**config.mk**
```make
export PLATFORM = sky130hd
export DESIGN_NAME = rdn_node
export DESIGN_NICKNAME = d
export VERILOG_FILES = /design/src/rtl/rdn_pkg.sv /design/src/rtl/rdn_fifo.sv /design/src/rtl/rdn_cfg.sv /design/src/rtl/rdn_quota.sv /design/src/rtl/rdn_node.sv
export SDC_FILE = /design/constraint.sdc
export NUM_CORES = 1
export LEC_CHECK = 0
export ABC_AREA = 1
export BUFFER_PORTS_ARGS = -buffer_cell sky130_fd_sc_hd__clkbuf_2
export CAP_MARGIN = 20
export CORE_ASPECT_RATIO = 1.4
export CORE_UTILIZATION = 55
export CTS_CLUSTER_DIAMETER = 120
export CTS_CLUSTER_SIZE = 30
export DETAILED_ROUTE_END_ITERATION = 7
export GPL_TIMING_DRIVEN = 1
export PLACE_DENSITY = 0.76
export SYNTH_ARGS = -nofsm -noshare
export SYNTH_HDL_FRONTEND = slang
export SYNTH_HIERARCHICAL = 1
export SYNTH_SLANG_ARGS = --single-unit
```
**constraint.sdc**
```tcl
create_clock -name clk -period 2.8 [get_ports clk]
set_clock_uncertainty 0.1 [all_clocks]
set_input_delay 0.42 -clock clk [delete_from_list [all_inputs] [get_ports clk]]
set_output_delay 0.42 -clock clk [all_outputs]
set_load 0.02 [all_outputs]
```
**src/rtl/rdn_pkg.sv**
```systemverilog
// Shared source codes for the router node.
// Assumes element port source fields are decoded against these values.
package rdn_pkg;
    localparam int SRC_NONE      = 0;
    localparam int SRC_RING_BASE = 1;

    // Code of the frame-memory stream for a given channel count.
    function automatic int src_mem(input int nch);
        return nch + SRC_RING_BASE;
    endfunction

    // Code of the element's own output.
    function automatic int src_pe(input int nch);
        return nch + SRC_RING_BASE + 1;
    endfunction

    // Number of selectable codes including "unused".
    function automatic int src_count(input int nch);
        return nch + 3;
    endfunction
endpackage

```
**src/rtl/rdn_fifo.sv**
```systemverilog
// Small show-ahead queue used to align one element input stream.
// Assumes DEPTH is a power of two and that the owner never pushes into a
// full queue unless it pops in the same cycle.
module rdn_fifo #(
    parameter int W     = 10,
    parameter int DEPTH = 4
) (
    input  logic         clk,
    input  logic         rst_n,
    input  logic         push,
    input  logic [W-1:0] wdata,
    input  logic         pop,
    output logic [W-1:0] rdata,
    output logic         empty,
    output logic         full
);
    localparam int AW = (DEPTH > 1) ? $clog2(DEPTH) : 1;

    logic [W-1:0] store [DEPTH];
    logic [AW-1:0] wp, rp;
    logic [AW:0]   cnt;
    logic          do_push, do_pop;

    assign empty   = (cnt == '0);
    assign full    = (cnt == (AW+1)'(DEPTH));
    assign do_pop  = pop && !empty;
    assign do_push = push && (!full || do_pop);
    assign rdata   = store[rp];

    // Pointer and occupancy bookkeeping.
    always_ff @(posedge clk) begin
        if (!rst_n) begin
            wp  <= '0;
            rp  <= '0;
            cnt <= '0;
        end else begin
            if (do_push) wp <= wp + AW'(1);
            if (do_pop)  rp <= rp + AW'(1);
            case ({do_push, do_pop})
                2'b10:   cnt <= cnt + (AW+1)'(1);
                2'b01:   cnt <= cnt - (AW+1)'(1);
                default: cnt <= cnt;
            endcase
        end
    end

    // Storage write.
    always_ff @(posedge clk) begin
        if (do_push) store[wp] <= wdata;
    end

    AST_NO_OVERFLOW: assert property (@(posedge clk) disable iff (!rst_n)
        (push && full) |-> pop);
endmodule

```
**src/rtl/rdn_cfg.sv**
```systemverilog
// Staged configuration: a write lands in shadow registers and moves to the
// active set in the first cycle with no valid input, so a frame in flight
// keeps one routing. Assumes idle is computed from all node inputs.
module rdn_cfg #(
    parameter int NCH   = 3,
    parameter int NPORT = 3,
    parameter int SRCW  = 3,
    parameter int CNTW  = 16
) (
    input  logic                  clk,
    input  logic                  rst_n,
    input  logic                  we,
    input  logic [NPORT*SRCW-1:0] wr_src,
    input  logic [NCH-1:0]        wr_bypass,
    input  logic [CNTW-1:0]       wr_quota,
    input  logic                  idle,
    output logic [NPORT*SRCW-1:0] act_src,
    output logic [NCH-1:0]        act_bypass,
    output logic [CNTW-1:0]       act_quota,
    output logic                  apply
);
    logic [NPORT*SRCW-1:0] sh_src;
    logic [NCH-1:0]        sh_bypass;
    logic [CNTW-1:0]       sh_quota;
    logic                  pending;

    assign apply = pending && idle;

    // Capture writes into the shadow set.
    always_ff @(posedge clk) begin
        if (!rst_n) begin
            sh_src    <= '0;
            sh_bypass <= '1;
            sh_quota  <= '0;
            pending   <= 1'b0;
        end else if (we) begin
            sh_src    <= wr_src;
            sh_bypass <= wr_bypass;
            sh_quota  <= wr_quota;
            pending   <= 1'b1;
        end else if (apply) begin
            pending   <= 1'b0;
        end
    end

    // Move the shadow set to the active set on an idle cycle.
    always_ff @(posedge clk) begin
        if (!rst_n) begin
            act_src    <= '0;
            act_bypass <= '1;
            act_quota  <= '0;
        end else if (apply) begin
            act_src    <= sh_src;
            act_bypass <= sh_bypass;
            act_quota  <= sh_quota;
        end
    end

    AST_HOLD_WHILE_BUSY: assert property (@(posedge clk) disable iff (!rst_n)
        !idle |=> ($stable(act_src) && $stable(act_bypass) && $stable(act_quota)));
endmodule

```
**src/rtl/rdn_quota.sv**
```systemverilog
// Counts element output beats and pulses done once when the quota is met.
// Assumes clr is asserted when a new configuration becomes active.
module rdn_quota #(
    parameter int CNTW = 16
) (
    input  logic            clk,
    input  logic            rst_n,
    input  logic            clr,
    input  logic            beat,
    input  logic [CNTW-1:0] quota,
    output logic            done
);
    logic [CNTW-1:0] cnt;
    logic            fired;

    // Beat counting and single done pulse.
    always_ff @(posedge clk) begin
        if (!rst_n) begin
            cnt   <= '0;
            fired <= 1'b0;
            done  <= 1'b0;
        end else begin
            done <= 1'b0;
            if (clr) begin
                cnt   <= '0;
                fired <= 1'b0;
            end else if (beat && !fired && (quota != '0)) begin
                cnt <= cnt + CNTW'(1);
                if (cnt + CNTW'(1) == quota) begin
                    done  <= 1'b1;
                    fired <= 1'b1;
                end
            end
        end
    end

    AST_DONE_ONE_CYCLE: assert property (@(posedge clk) disable iff (!rst_n)
        done |=> !done);
    AST_ZERO_QUOTA_SILENT: assert property (@(posedge clk) disable iff (!rst_n)
        (quota == '0) |=> !done);
endmodule

```
**src/rtl/rdn_node.sv**
```systemverilog
// Ring router node: forwards NCH channels (pass-through or element output),
// feeds NPORT element ports from selectable sources through aligning queues,
// and reports task completion. Assumes the element and ring are external.
module rdn_node #(
    parameter int NCH     = 3,
    parameter int NPORT   = 3,
    parameter int DW      = 8,
    parameter int CNTW    = 16,
    parameter int QDEPTH  = 4,
    parameter int IDW     = 4,
    parameter int NODE_ID = 0,
    localparam int SRCW   = $clog2(rdn_pkg::src_count(NCH))
) (
    input  logic                  clk,
    input  logic                  rst_n,
    input  logic [NCH-1:0]        ring_in_vld,
    input  logic [NCH-1:0]        ring_in_sof,
    input  logic [NCH-1:0]        ring_in_eol,
    input  logic [NCH*DW-1:0]     ring_in_data,
    input  logic                  mem_vld,
    input  logic                  mem_sof,
    input  logic                  mem_eol,
    input  logic [DW-1:0]         mem_data,
    input  logic                  pe_out_vld,
    input  logic                  pe_out_sof,
    input  logic                  pe_out_eol,
    input  logic [DW-1:0]         pe_out_data,
    input  logic                  cfg_we,
    input  logic [NPORT*SRCW-1:0] cfg_src,
    input  logic [NCH-1:0]        cfg_bypass,
    input  logic [CNTW-1:0]       cfg_quota,
    output logic [NCH-1:0]        ring_out_vld,
    output logic [NCH-1:0]        ring_out_sof,
    output logic [NCH-1:0]        ring_out_eol,
    output logic [NCH*DW-1:0]     ring_out_data,
    output logic [NPORT-1:0]      pe_in_vld,
    output logic [NPORT-1:0]      pe_in_sof,
    output logic [NPORT-1:0]      pe_in_eol,
    output logic [NPORT*DW-1:0]   pe_in_data,
    output logic                  done_pulse,
    output logic [IDW-1:0]        done_node
);
    import rdn_pkg::*;

    localparam int NSRC  = src_count(NCH);
    localparam int BW    = DW + 2;
    localparam int C_MEM = src_mem(NCH);
    localparam int C_PE  = src_pe(NCH);

    logic [NPORT*SRCW-1:0] act_src;
    logic [NCH-1:0]        act_bypass;
    logic [CNTW-1:0]       act_quota;
    logic                  apply;
    logic                  idle;

    assign idle      = !(|ring_in_vld) && !mem_vld && !pe_out_vld;
    assign done_node = IDW'(NODE_ID);

    rdn_cfg #(.NCH(NCH), .NPORT(NPORT), .SRCW(SRCW), .CNTW(CNTW)) u_cfg (
        .clk(clk), .rst_n(rst_n), .we(cfg_we), .wr_src(cfg_src),
        .wr_bypass(cfg_bypass), .wr_quota(cfg_quota), .idle(idle),
        .act_src(act_src), .act_bypass(act_bypass), .act_quota(act_quota),
        .apply(apply)
    );

    rdn_quota #(.CNTW(CNTW)) u_quota (
        .clk(clk), .rst_n(rst_n), .clr(apply), .beat(pe_out_vld),
        .quota(act_quota), .done(done_pulse)
    );

    // ---------------- forward channel path (two register stages) ----------
    logic [NCH-1:0]    r1_vld, r1_sof, r1_eol;
    logic [NCH*DW-1:0] r1_data;
    logic              p1_vld, p1_sof, p1_eol;
    logic [DW-1:0]     p1_data;

    // First stage: capture channel and element output beats.
    always_ff @(posedge clk) begin
        if (!rst_n) begin
            r1_vld <= '0; r1_sof <= '0; r1_eol <= '0; r1_data <= '0;
            p1_vld <= 1'b0; p1_sof <= 1'b0; p1_eol <= 1'b0; p1_data <= '0;
        end else begin
            r1_vld <= ring_in_vld; r1_sof <= ring_in_sof;
            r1_eol <= ring_in_eol; r1_data <= ring_in_data;
            p1_vld <= pe_out_vld; p1_sof <= pe_out_sof;
            p1_eol <= pe_out_eol; p1_data <= pe_out_data;
        end
    end

    for (genvar i = 0; i < NCH; i++) begin : g_ch
        // Second stage: pass-through or element output per channel.
        always_ff @(posedge clk) begin
            if (!rst_n) begin
                ring_out_vld[i] <= 1'b0;
                ring_out_sof[i] <= 1'b0;
                ring_out_eol[i] <= 1'b0;
                ring_out_data[i*DW +: DW] <= '0;
            end else if (act_bypass[i]) begin
                ring_out_vld[i] <= r1_vld[i];
                ring_out_sof[i] <= r1_sof[i];
                ring_out_eol[i] <= r1_eol[i];
                ring_out_data[i*DW +: DW] <= r1_data[i*DW +: DW];
            end else begin
                ring_out_vld[i] <= p1_vld;
                ring_out_sof[i] <= p1_sof;
                ring_out_eol[i] <= p1_eol;
                ring_out_data[i*DW +: DW] <= p1_data;
            end
        end
    end

    // ---------------- element port path (queue + output register) --------
    logic [NSRC-1:0] s_vld;
    logic [BW-1:0]   s_beat [NSRC];

    // Gather every selectable source into one indexed set.
    always_comb begin
        s_vld     = '0;
        s_beat[0] = '0;
        for (int i = 0; i < NCH; i++) begin
            s_vld[SRC_RING_BASE+i]  = ring_in_vld[i];
            s_beat[SRC_RING_BASE+i] = {ring_in_sof[i], ring_in_eol[i], ring_in_data[i*DW +: DW]};
        end
        s_vld[C_MEM]  = mem_vld;
        s_beat[C_MEM] = {mem_sof, mem_eol, mem_data};
        s_vld[C_PE]   = pe_out_vld;
        s_beat[C_PE]  = {pe_out_sof, pe_out_eol, pe_out_data};
        for (int i = C_PE + 1; i < NSRC; i++) s_beat[i] = '0;
    end

    logic [NPORT-1:0] used, q_empty, q_full, q_push, q_pop, ready;
    logic [BW-1:0]    q_rdata [NPORT];
    logic             release_all;

    assign release_all = (|used) && (&ready);

    for (genvar p = 0; p < NPORT; p++) begin : g_port
        logic [SRCW-1:0] sel;
        assign sel      = act_src[p*SRCW +: SRCW];
        assign used[p]  = (sel != SRCW'(SRC_NONE)) && (int'(sel) < NSRC);
        assign q_push[p] = used[p] && s_vld[sel];
        assign ready[p] = !used[p] || !q_empty[p];
        assign q_pop[p] = release_all && used[p];

        rdn_fifo #(.W(BW), .DEPTH(QDEPTH)) u_q (
            .clk(clk), .rst_n(rst_n), .push(q_push[p]), .wdata(s_beat[sel]),
            .pop(q_pop[p]), .rdata(q_rdata[p]), .empty(q_empty[p]),
            .full(q_full[p])
        );

        // Port output register: present a released beat.
        always_ff @(posedge clk) begin
            if (!rst_n) begin
                pe_in_vld[p] <= 1'b0;
                pe_in_sof[p] <= 1'b0;
                pe_in_eol[p] <= 1'b0;
                pe_in_data[p*DW +: DW] <= '0;
            end else begin
                pe_in_vld[p] <= q_pop[p];
                pe_in_sof[p] <= q_rdata[p][BW-1];
                pe_in_eol[p] <= q_rdata[p][BW-2];
                pe_in_data[p*DW +: DW] <= q_rdata[p][DW-1:0];
            end
        end
    end

    // Used-port mask one cycle late, to relate it to the port outputs.
    logic [NPORT-1:0] used_d;
    always_ff @(posedge clk) begin
        if (!rst_n) used_d <= '0;
        else        used_d <= used;
    end

    AST_PORTS_TOGETHER: assert property (@(posedge clk) disable iff (!rst_n)
        (pe_in_vld == '0) || (pe_in_vld == used_d));
    AST_UNUSED_QUIET: assert property (@(posedge clk) disable iff (!rst_n)
        (pe_in_vld & ~used_d) == '0);
    AST_DONE_NEEDS_BEAT: assert property (@(posedge clk) disable iff (!rst_n)
        done_pulse |-> $past(pe_out_vld));
endmodule

```
==> reports/results.tsv, run 1 <==
metric	value	unit
htreeDepth	1	
clock.fmax	0.393	GHz
hold_class	primary input to register	
drive_gt1_share	13.3	%
layout.nets	1964	
overflow	0	
syn_area	14300	um^2
fp.dieW	138	um
clk_latency	500	ps
fin_crit	2540	ps
crit_path_top_delay_cell	nor2_1	
cts_buffers	15	
min-delay-start	ring_in_data[0]	
io_buffers	152	
crit_path_end_kind	register	
status	finished with violations	
cts_tree	done	
slew_headroom	31.1	%
cap_violations	0	
synth_warnings	6	
path_cells	inv_1 -> nand2_2 -> nand3_1 -> nand2_2 -> nor2_4 -> nand3_1 -> inv_1 -> o21ai_4 -> nor2_1	
critPathMaxFanout	13	
regToRegEndpoint	g_port[2].u_q/store[0][7]	
clkSlewWorstSetupHoldPaths	110	ps
pwr_density_cell	523	nW/um^2
final_min_period_over_clock_period	90.8	%
power.total	8.21	mW
crit_buf_inv	2	
swShare	23.1	%
tns	0	ps
placementRows	69	
die_h	193	um
firstDrtPassIters	7	
worst_slack	258	ps
grt_max_degree	187	
setup_violations	0	
clock_power_share	30.1	%
track_usage	25.1	%
root_buffer	clkbuf_16	
vias_per_cell	5.26	
fill_cells	2190	
cts.sinks	332	
worstPathRequired	2830	ps
start_util	56.0	%
drt_iter0_drc	710	
dr_total_vias	11500	
area_delta_synth_final	9.98	%
peakVddDrop	379	uV
grt_pass1_vias	10700	
drt-total-wl	33.3	mm
core	25500	um^2
leakage	7.36	nW
ant_nets	0	
rsz0062_at_grt	no	
reg2regPathDepth	9	
violations	design-rule violations	
min_to	r1_data[0]	
combPwrFrac	7.0	%
antenna_found_initial	0	
io_pins	157	
die-area	26600	um^2
placedCellCount	2160	
dp_hpwl	24.0	mm
postCtsHoldBufs	0	
r2r_slack	260	ps
p_int	6.32	mW
place_congestion	0.871	
arrival	2580	ps
crit_start	u_cfg/act_src[5]	
worstMarginPinSlew	1030	ps
hold_violations	0	
diodes	0	
finalNonFillerCells	2186	
cp_top_family	simple AND/OR/NAND/NOR gates	
net-switching-power	1.89	mW
syn-mean-instance-area	8.21	um^2
max-clock-path-buffers	3	
rr_startpoint	u_cfg/act_src[5]	
whs_path_depth	3	
maxSlewViolCount	0	
drc	18	
wl_per_cell	15.2	um
dpl_worst_slack	38.6	ps
syn_inst	1739	
share_seq_of_total_power	62.9	%
path_class	register to register	
grt_pass1_wl	52.8	mm
critPathLaunchType	register	
crit_path_max_incr_delay	700	ps
## per-layer routing
metal	track usage, %	part of all wire (%)	routed length [um]	vias up
met1	27.5	38	12600	5298
met5	0	0	0	-
li1	-	-	-	5801
met4	11.1	4.3	1440	0
met3	2.61	4.7	1560	81
met2	48.9	53	17600	328
## worst max path at each step
stage          depth (start not counted)  slack [ps]                        end
6_report                               9         260  g_port[2].u_q/store[0][7]
5_1_grt                               11           8       g_port[1].u_q/cnt[2]
4_1_cts                                9         190  g_port[2].u_q/store[0][7]
3_5_place_dp                          16          40              u_quota/fired
3_3_place_gp                          16          80              u_quota/fired
2_1_floorplan                         15         540              u_quota/fired
## cell type report
cell class	instances	area [um^2]	area share [%]
multi-input cells	1097	5130	32.7
clock buffers	22	402	2.56
well taps	319	399	2.54
inverters	230	867	5.52
repair buffers	185	1020	6.52
flip-flops and latches	332	7850	50.0
clock inverters	1	30.0	0.191
## flip-flops by register name (all words and copies together) (netlist names), 6 cells and up, named ones only
register,flops
g_port.u_q/store,120
pe_in_data,24
r1_data,24
ring_out_data,24
u_cfg/act_quota,16
u_cfg/sh_quota,16
u_quota/cnt,16
g_port.u_q/cnt,9
u_cfg/act_src,9
u_cfg/sh_src,9
p1_data,8
g_port.u_q/rp,6
g_port.u_q/wp,6
## placed cells by master, fill, tap and decap left out, types with 16 or more instances in the layout
| cell type | n |
|---|---|
| inv_1 | 223 |
| o21ai_1 | 57 |
| nand3_1 | 46 |
| a21oi_1 | 88 |
| nor2_1 | 288 |
| nand2_2 | 16 |
| nand2_1 | 307 |
| edfxtp_1 | 120 |
| clkbuf_2 | 151 |
| dfxtp_1 | 212 |
| o21ai_0 | 188 |
| buf_4 | 33 |
| o22ai_1 | 30 |
## power by group through the flow
stage / Sequential, mW / Clock, mW / Combinational [mW]
3_5_place_dp: 5.28 / 0 / 0.570
3_3_place_gp: 5.27 / 0 / 0.558
2_1_floorplan: 5.30 / 0 / 0.321
6_report: 5.17 / 2.47 / 0.574
4_1_cts: 5.17 / 2.53 / 0.573
5_1_grt: 5.18 / 2.70 / 0.641
## worst register-to-register path, stage by stage, from the launching register on
cell	delay [ps]
dfxtp_1	340
inv_1	300
nand2_2	110
nand3_1	90
nand2_2	70
nor2_4	90
nand3_1	90
inv_1	180
o21ai_4	120
nor2_1	700
## stage by stage
step	hold WS, ps	instance area (um^2)	utilization (%)
2_1_floorplan	328	14300	-
3_3_place_gp	336	15200	59.8
3_5_place_dp	341	15200	59.8
4_1_cts	12.5	15700	61.5
5_1_grt	17.6	15700	61.6
6_report	30.9	15700	61.6
## what timing repair did
| action | 4_1_cts | 5_1_grt |
|---|---|---|
| buffers inserted | 0 | 3 |
| resized for setup | 0 | 1 |
| hold endpoints to repair | 0 | 0 |
| setup endpoints to repair | 0 | 1 |
Note: power is estimated with default switching activity, not from simulation.
==> run 2: changes to the inputs <==
--- a/config.mk
+++ b/config.mk
@@ -7,5 +7,5 @@
 export LEC_CHECK = 0
 export ABC_AREA = 1
-export BUFFER_PORTS_ARGS = -buffer_cell sky130_fd_sc_hd__clkbuf_2
+export BUFFER_PORTS_ARGS = -buffer_cell sky130_fd_sc_hd__buf_2
 export CAP_MARGIN = 20
 export CORE_ASPECT_RATIO = 1.4
==> constraint.sdc (replaced) <==
create_clock -name clk -period 2.8 [get_ports clk]
set_clock_uncertainty 0.1 [all_clocks]
set_input_delay 0.14 -clock clk [delete_from_list [all_inputs] [get_ports clk]]
set_output_delay 0.14 -clock clk [all_outputs]
set_load 0.02 [all_outputs]
==> run 2 against run 1 <==
  * The flow still finishes with violations (design-rule violations)
  * Sequential share of layout area fell by 2.3 points
  * First-iteration DRC count down 3.2%
  * Non-clock buffer count is 73 higher
  * Clock power is 2% higher
  * Largest cell class unchanged
  * Largest power group unchanged
==> reports/results.tsv, run 2 (synthesis results as in run 1) <==
metric	value	unit	change
status	finished with violations		
firstDrtPassIters	8		+1
worstMarginPinSlew	812	ps	-219 ps
pwr_density_cell	508	nW/um^2	-2.9%
io_buffers	152		unchanged
htreeDepth	1		unchanged
grt_pass1_vias	11400		+6.5%
cts_buffers	15		unchanged
arrival	2800	ps	+220 ps
track_usage	26.3	%	+1.2 points
clock.fmax	0.403	GHz	+2.4%
path_common_cell	nand3_1		
dr_total_vias	12100		+5.0%
cap_violations	0		unchanged
crit_path_max_incr_delay	610	ps	-90 ps
fp.dieW	138	um	unchanged
hold_violations	0		unchanged
grt_pass1_wl	55.2	mm	+4.6%
cts_resized	0		unchanged
slew_headroom	45.9	%	+15 points
drc	17		-1
wl_per_cell	15.6	um	+2.3%
violations	design-rule violations		
maxSlewViolCount	0		unchanged
final_common_cell	nand2_1		
root_buffer	clkbuf_16		
tns	0	ps	unchanged
critPathLaunchType	register		
crit_buf_inv	2		unchanged
post-route-util	64.6	%	+3.0 points
final_cell_mix	nand2_1, nor2_1, inv_1		
fill_cells	2112		-3.6%
ant_nets	0		unchanged
clkSlewWorstSetupHoldPaths	110	ps	about the same
worstPathRequired	3110	ps	+280 ps
die_h	193	um	unchanged
start_util	56.0	%	unchanged
place_congestion	0.887		+1.8%
crit_start	u_cfg/act_src[6]		
overflow	0		unchanged
rr_startpoint	u_cfg/act_src[6]		
vias_per_cell	5.34		+1.5%
placementRows	69		unchanged
layout.nets	2037		+3.7%
cts_tree	done		
io_pins	157		unchanged
drive_gt1_share	12.5	%	-0.77 points
crit_path_end_kind	register		
largest_reg_flops	120		unchanged
clk_latency	530	ps	+30 ps
drt-total-wl	35.2	mm	+5.8%
min-delay-start	cfg_we		
area_delta_synth_final	15.3	%	
fin_crit	2480	ps	-59.1 ps
peakVddDrop	386	uV	+1.9%
grt_max_degree	187		unchanged
path_class	register to register		
final_min_period_over_clock_period	88.7	%	-2.1 points
finalNonFillerCells	2262		+3.5%
max-clock-path-buffers	3		unchanged
placedCellCount	2158		-0.093%
setup_violations	0		unchanged
dp_hpwl	24.5	mm	+2.0%
die-area	26600	um^2	unchanged
path_cells	nor2_2 -> nand2_1 -> nand2_2 -> nand3_1 -> nand3_1 -> inv_1 -> nand3_1 -> fa_1 -> inv_1 -> nand4_1 -> a21oi_1 -> nor2_1		
critPathMaxFanout	15		+2
cp_top_family	simple AND/OR/NAND/NOR gates		
regMostFlops	g_port.u_q/store		
hold_class	primary input to register		
rsz0062_at_grt	no		
core	25500	um^2	unchanged
drt_iter0_drc	687		-3.2%
cts.sinks	332		unchanged
antenna_found_initial	1		+1
crit_path_top_delay_cell	dfxtp_1		
leakage	7.69	nW	+4.4%
-- run 2: final timing paths --
path | endpoint | slack [ps] | depth (start not counted)
worst min register to register | u_cfg/act_src[0] | 350 | 2
worst min-delay path | u_cfg/sh_bypass[2] | 10 | 3
worst max register to register | g_port[0].u_q/cnt[2] | 320 | 12
worst max-delay path | g_port[0].u_q/cnt[2] | 320 | 12
-- run 2: area by class of cell --
class                      count  area, um^2  area share, %
sequential                   332        7850           47.7
multi-input combinational   1097        5130           31.2
timing repair buffer         258        1770           10.7
inverter                     230         863           5.25
clock buffer                  23         405           2.46
tap                          319         399           2.43
clock inverter                 2        38.8          0.236
antenna                        1        2.50         0.0152
-- run 2: through the flow --
stage | power [mW] | worst slack (ps) | hold slack [ps] | instance area (um^2)
finish | 8.36 | 317 | 9.61 | 16500
global route | 8.65 | 73.4 | 31.7 | 16500
CTS | 8.39 | 315 | 4.56 | 16500
detailed placement | 5.85 | 338 | 253 | 15200
global placement | 5.83 | 448 | 253 | 15200
floorplan | 5.62 | 667 | 133 | 14300
-- run 2: tightest hold or removal path, cell delays in order --
cell and delay [ps]:
buf_2 260, nand2_1 120, nand3_1 70
-- run 2: timing repair --
action | CTS | global route
endpoints found under the hold margin | 96 | 0
setup buffers | 0 | 0
hold buffers | 78 | 0
-- run 2: layer usage --
metal | up-vias | routed length (um) | GRT usage [%]
li1 | 5959 | - | -
met1 | 5577 | 13000 | 27.2
met2 | 433 | 18400 | 50.8
met3 | 119 | 1820 | 3.67
met4 | 0 | 1980 | 15.5
met5 | - | 0 | 0
-- run 2: power by group --
group | internal (mW) | switching [mW]
clock network | 1.05 | 1.48
registers | 5.10 | 0.0723
logic | 0.262 | 0.409
==> run 3: changes to the inputs <==
Settings changed: CAP_MARGIN 20 to not set, CORE_MARGIN set to 1.5.
==> run 3 against run 2 <==
  * The flow still finishes with violations (design-rule violations)
  * Clock power shrank 2%
  * Critical endpoint unchanged
  * Utilization grew 0.32 points
  * Die area grew 1.2%
==> reports/results.tsv, run 3 (synthesis results as in run 1) <==
metric	value	unit	change
worstMarginPinSlew	955	ps	+144 ps
crit_path_top_delay_cell	dfxtp_1		
fp.dieW	139	um	+0.72%
area_delta_synth_final	15.8	%	
cts.sinks	332		unchanged
share_seq_of_total_power	62.1	%	+0.3 points
pwr_density_cell	503	nW/um^2	-1.0%
violations	design-rule violations		
clk_latency	500	ps	-30 ps
regMostFlops	g_port.u_q/store		
placementRows	69		unchanged
critPathMaxFanout	14		-1
final_cell_mix	nand2_1, nor2_1, inv_1		
fin_crit	2530	ps	+50.2 ps
maxSlewViolCount	0		unchanged
finalNonFillerCells	2270		+0.35%
crit_path_end_kind	register		
peakVddDrop	428	uV	+11%
root_buffer	clkbuf_16		
die_h	194	um	+0.52%
vias_per_cell	5.35		+0.12%
hold_class	primary input to register		
power.total	8.32	mW	-0.50%
arrival	2870	ps	+70 ps
dp_hpwl	25.0	mm	+2.4%
rsz0062_at_grt	no		
largest_reg_flops	120		unchanged
place_congestion	0.943		+6.4%
placed_cell_area	15200	um^2	about the same
path_cells	inv_2 -> nand2_1 -> o21ai_0 -> nand2_1 -> nand2_1 -> inv_1 -> nand3_1 -> fa_1 -> inv_1 -> nand4_1 -> nand3_1 -> nand2_1 -> nor2_1		
grtUsageMet3	2.82	%	-0.86 points
path_class	register to register		
critPathLaunchType	register		
combPwrFrac	8.3	%	+0.3 points
wl_per_cell	15.9	um	+2.1%
drive_gt1_share	12.6	%	+0.10 points
status	finished with violations		
slew_headroom	36.3	%	-9.6 points
cts_buffers	15		unchanged
drt-total-wl	36.0	mm	+2.4%
hold_violations	0		unchanged
swShare	23.1	%	-0.29 points
grt-busiest-layer	met2		
crit_buf_inv	3		+1
track_usage	26.5	%	+0.20 points
final_min_period_over_clock_period	90.5	%	+1.8 points
clkSlewWorstSetupHoldPaths	110	ps	about the same
clock_power_share	29.6	%	-0.6 points
drc	7		-10
cp_top_family	simple AND/OR/NAND/NOR gates		
tns	0	ps	unchanged
final_common_cell	nand2_1		
firstDrtPassIters	8		unchanged
setup_violations	0		unchanged
met2_usage	50.1	%	-0.69 points
grt_pass1_wl	57.6	mm	+4.3%
antenna_found_initial	2		+1
cts_tree	done		
placedCellCount	2159		+0.046%
fill_cells	2048		-3.0%
start_util	56.0	%	unchanged
dr_total_vias	12100		+0.47%
met1_usage	28.4	%	+1.3 points
crit_path_max_incr_delay	420	ps	-190 ps
io_pins	157		unchanged
net-switching-power	1.93	mW	-1.7%
ant_nets	0		unchanged
cap_violations	0		unchanged
die-area	26900	um^2	+1.2%
leakage	7.74	nW	+0.64%
clock.fmax	0.395	GHz	-2.0%
io_buffers	152		unchanged
core	25500	um^2	unchanged
htreeDepth	1		unchanged
drt_iter0_drc	1024		+49%
grt_max_degree	108		-42%
layout.nets	2048		+0.54%
worstPathRequired	3140	ps	+30 ps
p_int	6.40	mW	-0.13%
max-clock-path-buffers	3		unchanged
grt_pass1_vias	12000		+4.5%
post-route-util	64.9	%	+0.32 points
path_common_cell	nand2_1		
overflow	0		unchanged
finalInstanceArea	16500	um^2	+0.50%
## run 3: path summary, 6_finish.rpt
path,depth (start not counted),from,to,slack [ps]
worst max-delay path,13,u_cfg/act_src[1],g_port[0].u_q/cnt[2],270
worst min-delay path,3,mem_data[5],g_port[2].u_q/store[3][5],20
worst max register to register,13,u_cfg/act_src[1],g_port[0].u_q/cnt[2],270
worst min register to register,2,r1_data[4],ring_out_data[4],370
## run 3: metrics by stage
stage                     hold slack (ps)  setup slack (ps)
after CTS                            3.35               243
final                                25.0               266
after detailed placement              249               260
after floorplan                       133               667
after global placement                252               404
after global routing                 14.7              35.6
## run 3: routing by layer
layer / up-vias / wire [um]
li1: 5965 / -
met4: 2 / 2130
met2: 446 / 18900
met5: - / 10
met1: 5596 / 13200
met3: 136 / 1870
## run 3: timing repair
| item | in CTS | in global routing |
|---|---|---|
| hold buffers | 87 | 0 |
| resized for setup | 0 | 2 |
| hold endpoints to repair | 92 | 0 |
| setup buffers | 0 | 1 |
| endpoints found under the setup margin | 0 | 11 |
## run 3: power by group through the flow
stage / combinational [mW] / sequential [mW] / clock, mW
global placement: 0.561 / 5.27 / 0
floorplan: 0.321 / 5.30 / 0
global route: 0.757 / 5.18 / 2.70
detailed placement: 0.572 / 5.28 / 0
CTS: 0.671 / 5.17 / 2.51
finish: 0.687 / 5.17 / 2.46
## run 3: tightest hold or removal path: stages
cell and delay (ps):
buf_2 130, o21ai_0 90, nand2_1 140
## run 3: final cells by class
class	count	area [um^2]	area share (%)
Sequential cell	332	7850	47.5
Multi-Input combinational cell	1097	5130	31.0
Inverter	230	867	5.24
Clock buffer	21	398	2.41
Clock inverter	1	30.0	0.182
Timing Repair Buffer	269	1860	11.2
Tap cell	319	399	2.41
Antenna cell	1	2.50	0.0151
